$ cat src/rtl/dram_ref_pkg.sv
package dram_ref_pkg;
    typedef enum logic [2:0] {
        ST_POWERUP,
        ST_WARM_REQ,
        ST_WARM_BUSY,
        ST_IDLE,
        ST_REQ,
        ST_BUSY
    } sched_state_t;
endpackage

$ cat src/rtl/ref_timer.sv
// Free-running period counter; restarts whenever disabled.
module ref_timer #(
    parameter int PERIOD = 3120
) (
    input  logic clk,
    input  logic rst_n,
    input  logic en,
    output logic tick
);
    localparam int W = (PERIOD > 1) ? $clog2(PERIOD) : 1;
    localparam logic [W-1:0] LAST = W'(PERIOD - 1);

    logic [W-1:0] cnt;

    always_ff @(posedge clk) begin
        if (!rst_n)          cnt <= '0;
        else if (!en)        cnt <= '0;
        else if (cnt == LAST) cnt <= '0;
        else                 cnt <= cnt + 1'b1;
    end

    assign tick = en && (cnt == LAST);

    generate
        if (PERIOD > 1) begin : g_gap
            // two ticks are never adjacent
            a_r5_tick_gap: assert property (@(posedge clk) disable iff (!rst_n)
                tick |=> !tick);
        end
    endgenerate
endmodule

$ cat src/rtl/ref_owed_ctr.sv
// Saturating owed-refresh counter with sticky overflow.
module ref_owed_ctr #(
    parameter int OWED_MAX = 8,
    localparam int W = $clog2(OWED_MAX + 1)
) (
    input  logic         clk,
    input  logic         rst_n,
    input  logic         inc,
    input  logic         dec,
    output logic [W-1:0] count,
    output logic         overflow
);
    localparam logic [W-1:0] MAXV = W'(OWED_MAX);

    always_ff @(posedge clk) begin
        if (!rst_n) begin
            count    <= '0;
            overflow <= 1'b0;
        end else begin
            unique case ({inc, dec})
                2'b10: begin
                    if (count == MAXV) overflow <= 1'b1;
                    else               count    <= count + 1'b1;
                end
                2'b01: if (count != '0) count <= count - 1'b1;
                default: ;
            endcase
        end
    end

    a_r7_bounded: assert property (@(posedge clk) disable iff (!rst_n)
        count <= MAXV);
    a_r7_sticky: assert property (@(posedge clk) disable iff (!rst_n)
        overflow |=> overflow);
    a_r6_dec_step: assert property (@(posedge clk) disable iff (!rst_n)
        (dec && !inc && count != '0) |=> count == $past(count) - 1'b1);
endmodule

$ cat src/rtl/ref_row_ctr.sv
// Row pointer for row-addressed refresh; constant zero otherwise.
module ref_row_ctr #(
    parameter int ROW_BITS = 10,
    parameter bit RAS_ONLY = 1'b1
) (
    input  logic                clk,
    input  logic                rst_n,
    input  logic                step,
    output logic [ROW_BITS-1:0] row,
    output logic                with_row
);
    generate
        if (RAS_ONLY) begin : g_row
            logic [ROW_BITS-1:0] row_q;
            always_ff @(posedge clk) begin
                if (!rst_n)    row_q <= '0;
                else if (step) row_q <= row_q + 1'b1;
            end
            assign row      = row_q;
            assign with_row = 1'b1;

            // one step per completed refresh, natural wrap
            a_r9_row_step: assert property (@(posedge clk) disable iff (!rst_n)
                step |=> row == $past(row) + 1'b1);
            a_r9_row_hold: assert property (@(posedge clk) disable iff (!rst_n)
                !step |=> $stable(row));
        end else begin : g_cbr
            assign row      = '0;
            assign with_row = 1'b0;
        end
    endgenerate
endmodule

$ cat src/rtl/dram_refresh_sched.sv
module dram_refresh_sched
    import dram_ref_pkg::*;
#(
    parameter int STARTUP_CYCLES  = 40000,
    parameter int INIT_REFRESHES  = 8,
    parameter int INTERVAL_CYCLES = 3120,
    parameter int ROW_BITS        = 10,
    parameter int OWED_MAX        = 8,
    parameter int URGENT_LEVEL    = 4,
    parameter bit RAS_ONLY        = 1'b1,
    localparam int OWED_W = $clog2(OWED_MAX + 1)
) (
    input  logic                clk,
    input  logic                rst_n,
    input  logic                host_req,
    output logic                host_grant,
    output logic                ref_req,
    input  logic                ref_grant,
    input  logic                ref_done,
    output logic                ref_with_row,
    output logic [ROW_BITS-1:0] ref_row,
    output logic                ready,
    output logic [OWED_W-1:0]   owed,
    output logic                overflow
);
    localparam int WARM_W = $clog2(INIT_REFRESHES + 1);
    localparam logic [WARM_W-1:0] WARM_LAST = WARM_W'(INIT_REFRESHES - 1);
    localparam logic [OWED_W-1:0] URGENT_V  = OWED_W'(URGENT_LEVEL);

    sched_state_t state, state_nx;
    logic [WARM_W-1:0] warm_cnt;
    logic startup_tick, interval_tick;
    logic row_step, owed_dec, urgent;

    ref_timer #(.PERIOD(STARTUP_CYCLES)) u_startup (
        .clk(clk), .rst_n(rst_n), .en(state == ST_POWERUP), .tick(startup_tick));

    ref_timer #(.PERIOD(INTERVAL_CYCLES)) u_interval (
        .clk(clk), .rst_n(rst_n), .en(ready), .tick(interval_tick));

    ref_owed_ctr #(.OWED_MAX(OWED_MAX)) u_owed (
        .clk(clk), .rst_n(rst_n), .inc(interval_tick), .dec(owed_dec),
        .count(owed), .overflow(overflow));

    ref_row_ctr #(.ROW_BITS(ROW_BITS), .RAS_ONLY(RAS_ONLY)) u_row (
        .clk(clk), .rst_n(rst_n), .step(row_step),
        .row(ref_row), .with_row(ref_with_row));

    // state register
    always_ff @(posedge clk) begin
        if (!rst_n) begin
            state    <= ST_POWERUP;
            warm_cnt <= '0;
        end else begin
            state <= state_nx;
            if (state == ST_WARM_BUSY && ref_done) warm_cnt <= warm_cnt + 1'b1;
        end
    end

    // next state
    always_comb begin
        state_nx = state;
        unique case (state)
            ST_POWERUP:   if (startup_tick) state_nx = ST_WARM_REQ;
            ST_WARM_REQ:  if (ref_grant)    state_nx = ST_WARM_BUSY;
            ST_WARM_BUSY: if (ref_done)
                              state_nx = (warm_cnt == WARM_LAST) ? ST_IDLE : ST_WARM_REQ;
            ST_IDLE:      if (owed != '0)   state_nx = ST_REQ;
            ST_REQ:       if (ref_grant)    state_nx = ST_BUSY;
            ST_BUSY:      if (ref_done)     state_nx = ST_IDLE;
            default:                        state_nx = ST_POWERUP;
        endcase
    end

    // outputs
    always_comb begin
        ref_req  = 1'b0;
        ready    = 1'b0;
        row_step = 1'b0;
        owed_dec = 1'b0;
        unique case (state)
            ST_POWERUP:   ;
            ST_WARM_REQ:  ref_req = 1'b1;
            ST_WARM_BUSY: row_step = ref_done;
            ST_IDLE:      ready = 1'b1;
            ST_REQ: begin
                ready   = 1'b1;
                ref_req = 1'b1;
            end
            ST_BUSY: begin
                ready    = 1'b1;
                row_step = ref_done;
                owed_dec = ref_done;
            end
            default: ;
        endcase
        urgent     = owed >= URGENT_V;
        host_grant = host_req && ready && (state != ST_BUSY) && !urgent;
    end

    a_r4_req_hold: assert property (@(posedge clk) disable iff (!rst_n)
        (ref_req && !ref_grant) |=> ref_req);
    a_r4_req_drop: assert property (@(posedge clk) disable iff (!rst_n)
        (ref_req && ref_grant) |=> !ref_req);
    a_r3_no_host_early: assert property (@(posedge clk) disable iff (!rst_n)
        !ready |-> !host_grant);
    a_r10_ready_sticky: assert property (@(posedge clk) disable iff (!rst_n)
        ready |=> ready);
    a_r8_urgent_blocks: assert property (@(posedge clk) disable iff (!rst_n)
        (owed >= URGENT_V) |-> !host_grant);
    a_r6_no_req_without_debt: assert property (@(posedge clk) disable iff (!rst_n)
        (ready && owed == '0) |-> !ref_req);
endmodule

$ cat config.mk
export PLATFORM = sky130hd
export DESIGN_NAME = dram_refresh_sched
export DESIGN_NICKNAME = d
export VERILOG_FILES = /design/src/rtl/dram_ref_pkg.sv /design/src/rtl/ref_timer.sv /design/src/rtl/ref_owed_ctr.sv /design/src/rtl/ref_row_ctr.sv /design/src/rtl/dram_refresh_sched.sv
export SDC_FILE = /design/constraint.sdc
export NUM_CORES = 1
export LEC_CHECK = 0
export BUFFER_PORTS_ARGS = -buffer_cell sky130_fd_sc_hd__clkbuf_2
export CAP_MARGIN = 15
export CORE_MARGIN = 3
export CORE_UTILIZATION = 45
export DETAILED_ROUTE_END_ITERATION = 6
export HOLD_SLACK_MARGIN = 0.02
export SLEW_MARGIN = 0
export SYNTH_ARGS = -nofsm -noshare
export SYNTH_HDL_FRONTEND = slang
export SYNTH_SLANG_ARGS = --single-unit
export TNS_END_PERCENT = 30
$ cat constraint.sdc
create_clock -name clk -period 3.11 [get_ports clk]
set_input_delay 0.7775 -clock clk [delete_from_list [all_inputs] [get_ports clk]]
set_output_delay 0.7775 -clock clk [all_outputs]
set_load 0.05 [all_outputs]
==> insert_results.sql <==
INSERT INTO impl_metrics (metric_group, metric, value, unit) VALUES
('cts', 'numClockSinks', '50', ''),
('place', 'buffer_ports.inserted', '22', ''),
('global_routing', 'grt_first_pass_wirelength', '7550', 'µm'),
('yosys', 'synth.net_count', '273', ''),
('route', 'detail_route.wl_per_cell', '12.1', 'µm'),
('min_path', 'terminating_pin_of_the_worst_hold_path', 'u_startup.cnt[0]', ''),
('yosys', 'ys_async_sr_fraction', '0', ''),
('pwr', 'worst_ir_drop_vdd', '238', 'µV'),
('yosys', 'synth.cell_area', '2400', 'µm²'),
('min_path', 'min_path_type', 'reg -> reg', ''),
('pwr', 'power.share.combinational', '0.023', ''),
('timing', 'final_min_period_over_clock_period', '0.757', ''),
('route', 'drt_pass1_iterations', '4', ''),
('cts', 'clk_latency', '300', 'ps'),
('yosys', 'post-synth-top-area-fraction', '0.418', ''),
('global_routing', 'first_global_vias', '1728', ''),
('final_layout', 'final_util', '0.534', ''),
('timing', 'maxSlewViolCount', '0', ''),
('global_routing', 'global_route.usage.total', '0.148', ''),
('place', 'dpl.cell_count', '341', ''),
('global_routing', 'initial_antenna_violation_count', '0', ''),
('final_layout', 'mostFrequentLayoutCells', 'sky130_fd_sc_hd__dfxtp_1 (50), sky130_fd_sc_hd__nor2_1 (34), sky130_fd_sc_hd__xor2_1 (23)', ''),
('cts', 'worst_setup_hold_path_clk_slew', '90', 'ps'),
('floorplan', 'pin_count', '24', ''),
('critical_path', 'setup.worst_path.end_class', 'output port', ''),
('place', 'dp_hpwl', '2950', 'µm'),
('cts', 'post_cts_gate_resize_count', '0', ''),
('final_layout', 'drive_above_1_share', '0.135', ''),
('critical_path', 'timing.rr.start', 'u_interval.cnt[0]', ''),
('critical_path', 'critPathMaxFanout', '16', ''),
('timing', 'finalSetupViolCount', '0', ''),
('route', 'first_iter_violations', '88', ''),
('route', 'post_detailed_route_count_of_antenna_violating_nets', '0', ''),
('yosys', 'yosysWarningCount', '0', ''),
('pwr', 'leakagePower', '1.05', 'nW'),
('floorplan', 'fp.dieArea', '6240', 'µm²'),
('timing', 'fmax', '425', 'MHz'),
('timing', 'finalHoldViolCount', '0', ''),
('pwr', 'p_switching', '0.000227', 'W'),
('pwr', 'powerDensity', '424', 'nW/µm²'),
('critical_path', 'worst_ep_required_time', '2330', 'ps'),
('run_status', 'outcome', 'finished, final reports clean', ''),
('timing', 'rsz_0062_raised_after_global_routing', 'no', ''),
('pwr', 'switching_share', '0.203', ''),
('timing', 'worst_clock_skew', '5.67', 'ps'),
('final_layout', 'most_frequent_standard_cell_in_the_layout_excluding_fill_and_tap_cells', 'sky130_fd_sc_hd__dfxtp_1', ''),
('final_layout', 'synthToLayoutAreaGrowth', '10.1', '%'),
('route', 'drt-vias-per-instance', '5.03', ''),
('pwr', 'seq_power_share', '0.578', ''),
('route', 'wl', '4220', 'µm'),
('final_layout', 'final_cell_count_no_fill', '349', ''),
('route', 'routed-via-count', '1757', ''),
('floorplan', 'dieWidth', '79.0', 'µm'),
('critical_path', 'worst_r2r_path_depth', '9', ''),
('cts', 'cts_root_buf', 'sky130_fd_sc_hd__clkbuf_8', ''),
('cts', 'cts_setup_buffers', '0', ''),
('floorplan', 'number_of_rows_in_the_core_area', '25', ''),
('cts', 'hold_fix_buffers_cts', '0', ''),
('floorplan', 'fp.dieH', '79.0', 'µm'),
('yosys', 'yosys_register_bits', '50', ''),
('route', 'drc', '0', ''),
('min_path', 'min_path_cells', '1', ''),
('job', 'maxCapViolations', '0', ''),
('place', 'place_congestion', '0.742', ''),
('yosys', 'post_synth_main_area_contributors', 'sky130_fd_sc_hd__dfxtp_1 (42%), sky130_fd_sc_hd__xor2_1 (8.4%), sky130_fd_sc_hd__xnor2_1 (5.8%), sky130_fd_sc_hd__nor2_1 (5.3%), sky130_fd_sc_hd__and2_1 (3.1%)', ''),
('pwr', 'power.share.clock', '0.399', ''),
('cts', 'tritoncts', 'done', ''),
('critical_path', 'crit_type', 'reg -> out', ''),
('global_routing', 'grt_start_max_net_pins', '29', ''),
('timing', 'finalWorstPathRequiredPeriod', '2360', 'ps'),
('yosys', 'yosys_cell_types', '45', '');
critical path, cell delays in order, from the launching register on:
cell and delay (ps):
sky130_fd_sc_hd__dfxtp_1 630, sky130_fd_sc_hd__nand3b_1 200, sky130_fd_sc_hd__a21oi_1 160, sky130_fd_sc_hd__clkbuf_2 290
metal layers:
| metal | GRT usage | part of all wire | up-vias |
|---|---|---|---|
| met2 | 0.236 | 0.45 | 18 |
| li1 | - | - | 922 |
| met5 | 0 | 0 | - |
| met1 | 0.195 | 0.52 | 815 |
| met4 | 0.0412 | 0.0031 | 0 |
| met3 | 0.0420 | 0.029 | 2 |
cell usage after synthesis (7+ instances only):
library cell,count
sky130_fd_sc_hd__and3_1,11
sky130_fd_sc_hd__nand4_1,9
sky130_fd_sc_hd__nor3_1,7
sky130_fd_sc_hd__nand3_1,15
sky130_fd_sc_hd__xor2_1,23
sky130_fd_sc_hd__nor2_1,34
sky130_fd_sc_hd__dfxtp_1,50
sky130_fd_sc_hd__and2_1,12
sky130_fd_sc_hd__nand2_1,16
sky130_fd_sc_hd__xnor2_1,16
worst max-delay path by stage:
stage               cells after the start  startpoint         endpoint  slack [ps]
finish                                  3    state[0]       host_grant         750
global route                            3    state[0]       host_grant         590
CTS                                     3    state[0]       host_grant         750
detailed placement                      8    ref_done  u_owed.count[2]        1000
global placement                        4    host_req       host_grant        1060
floorplan                               2    host_req       host_grant         760
kinds of logic (layout without fill, tap and decap cells):
| kind of cell | after synthesis | after routing | share of synthesized area |
|---|---|---|---|
| adder cells (fa/ha/maj) | 5 | 5 | 0.0261 |
| AO/OA/AOI/OAI | 16 | 16 | 0.0585 |
| multiplexers | 6 | 6 | 0.0256 |
| flip-flops | 50 | 50 | 0.418 |
| AND/OR/NAND/NOR | 130 | 130 | 0.296 |
| other | 1 | 1 | 0.00157 |
| XOR/XNOR | 39 | 39 | 0.143 |
| buffers and inverters | 16 | 35 | 0.0319 |
area by class of cell:
cell class,count,area (µm²)
clock buffers,7,76.3
clock inverters,1,30.0
fillers,486,2300
inverters,5,18.8
multi-input cells,197,1320
flip-flops and latches,50,1000
well taps,67,83.8
repair buffers,22,110
power by group through the flow:
stage | combinational, W | sequential [W] | clock [W]
finish | 0.0000255 | 0.000647 | 0.000447
detailed placement | 0.0000259 | 0.000662 | 0
global route | 0.0000288 | 0.000648 | 0.000484
global placement | 0.0000256 | 0.000662 | 0
floorplan | 0.0000214 | 0.000661 | 0
CTS | 0.0000262 | 0.000647 | 0.000461
sequential cells by signal, indices dropped and copies added, names as in the netlist:
signal           count
state                3
u_interval.cnt      12
u_owed.count         4
u_owed.overflow      1
u_row.row           10
u_startup.cnt       16
warm_cnt             4
through the flow:
step | hold slack [ps] | total power, W | instance area (µm²) | setup slack, ps
2_1_floorplan | 426 | 0.000682 | 2400 | 756
3_3_place_gp | 442 | 0.000688 | 2530 | 1060
3_5_place_dp | 468 | 0.000688 | 2530 | 995
4_1_cts | 489 | 0.00113 | 2640 | 752
5_1_grt | 522 | 0.00116 | 2640 | 586
6_report | 484 | 0.00112 | 2640 | 755
Note: power is estimated with default switching activity, not from simulation.
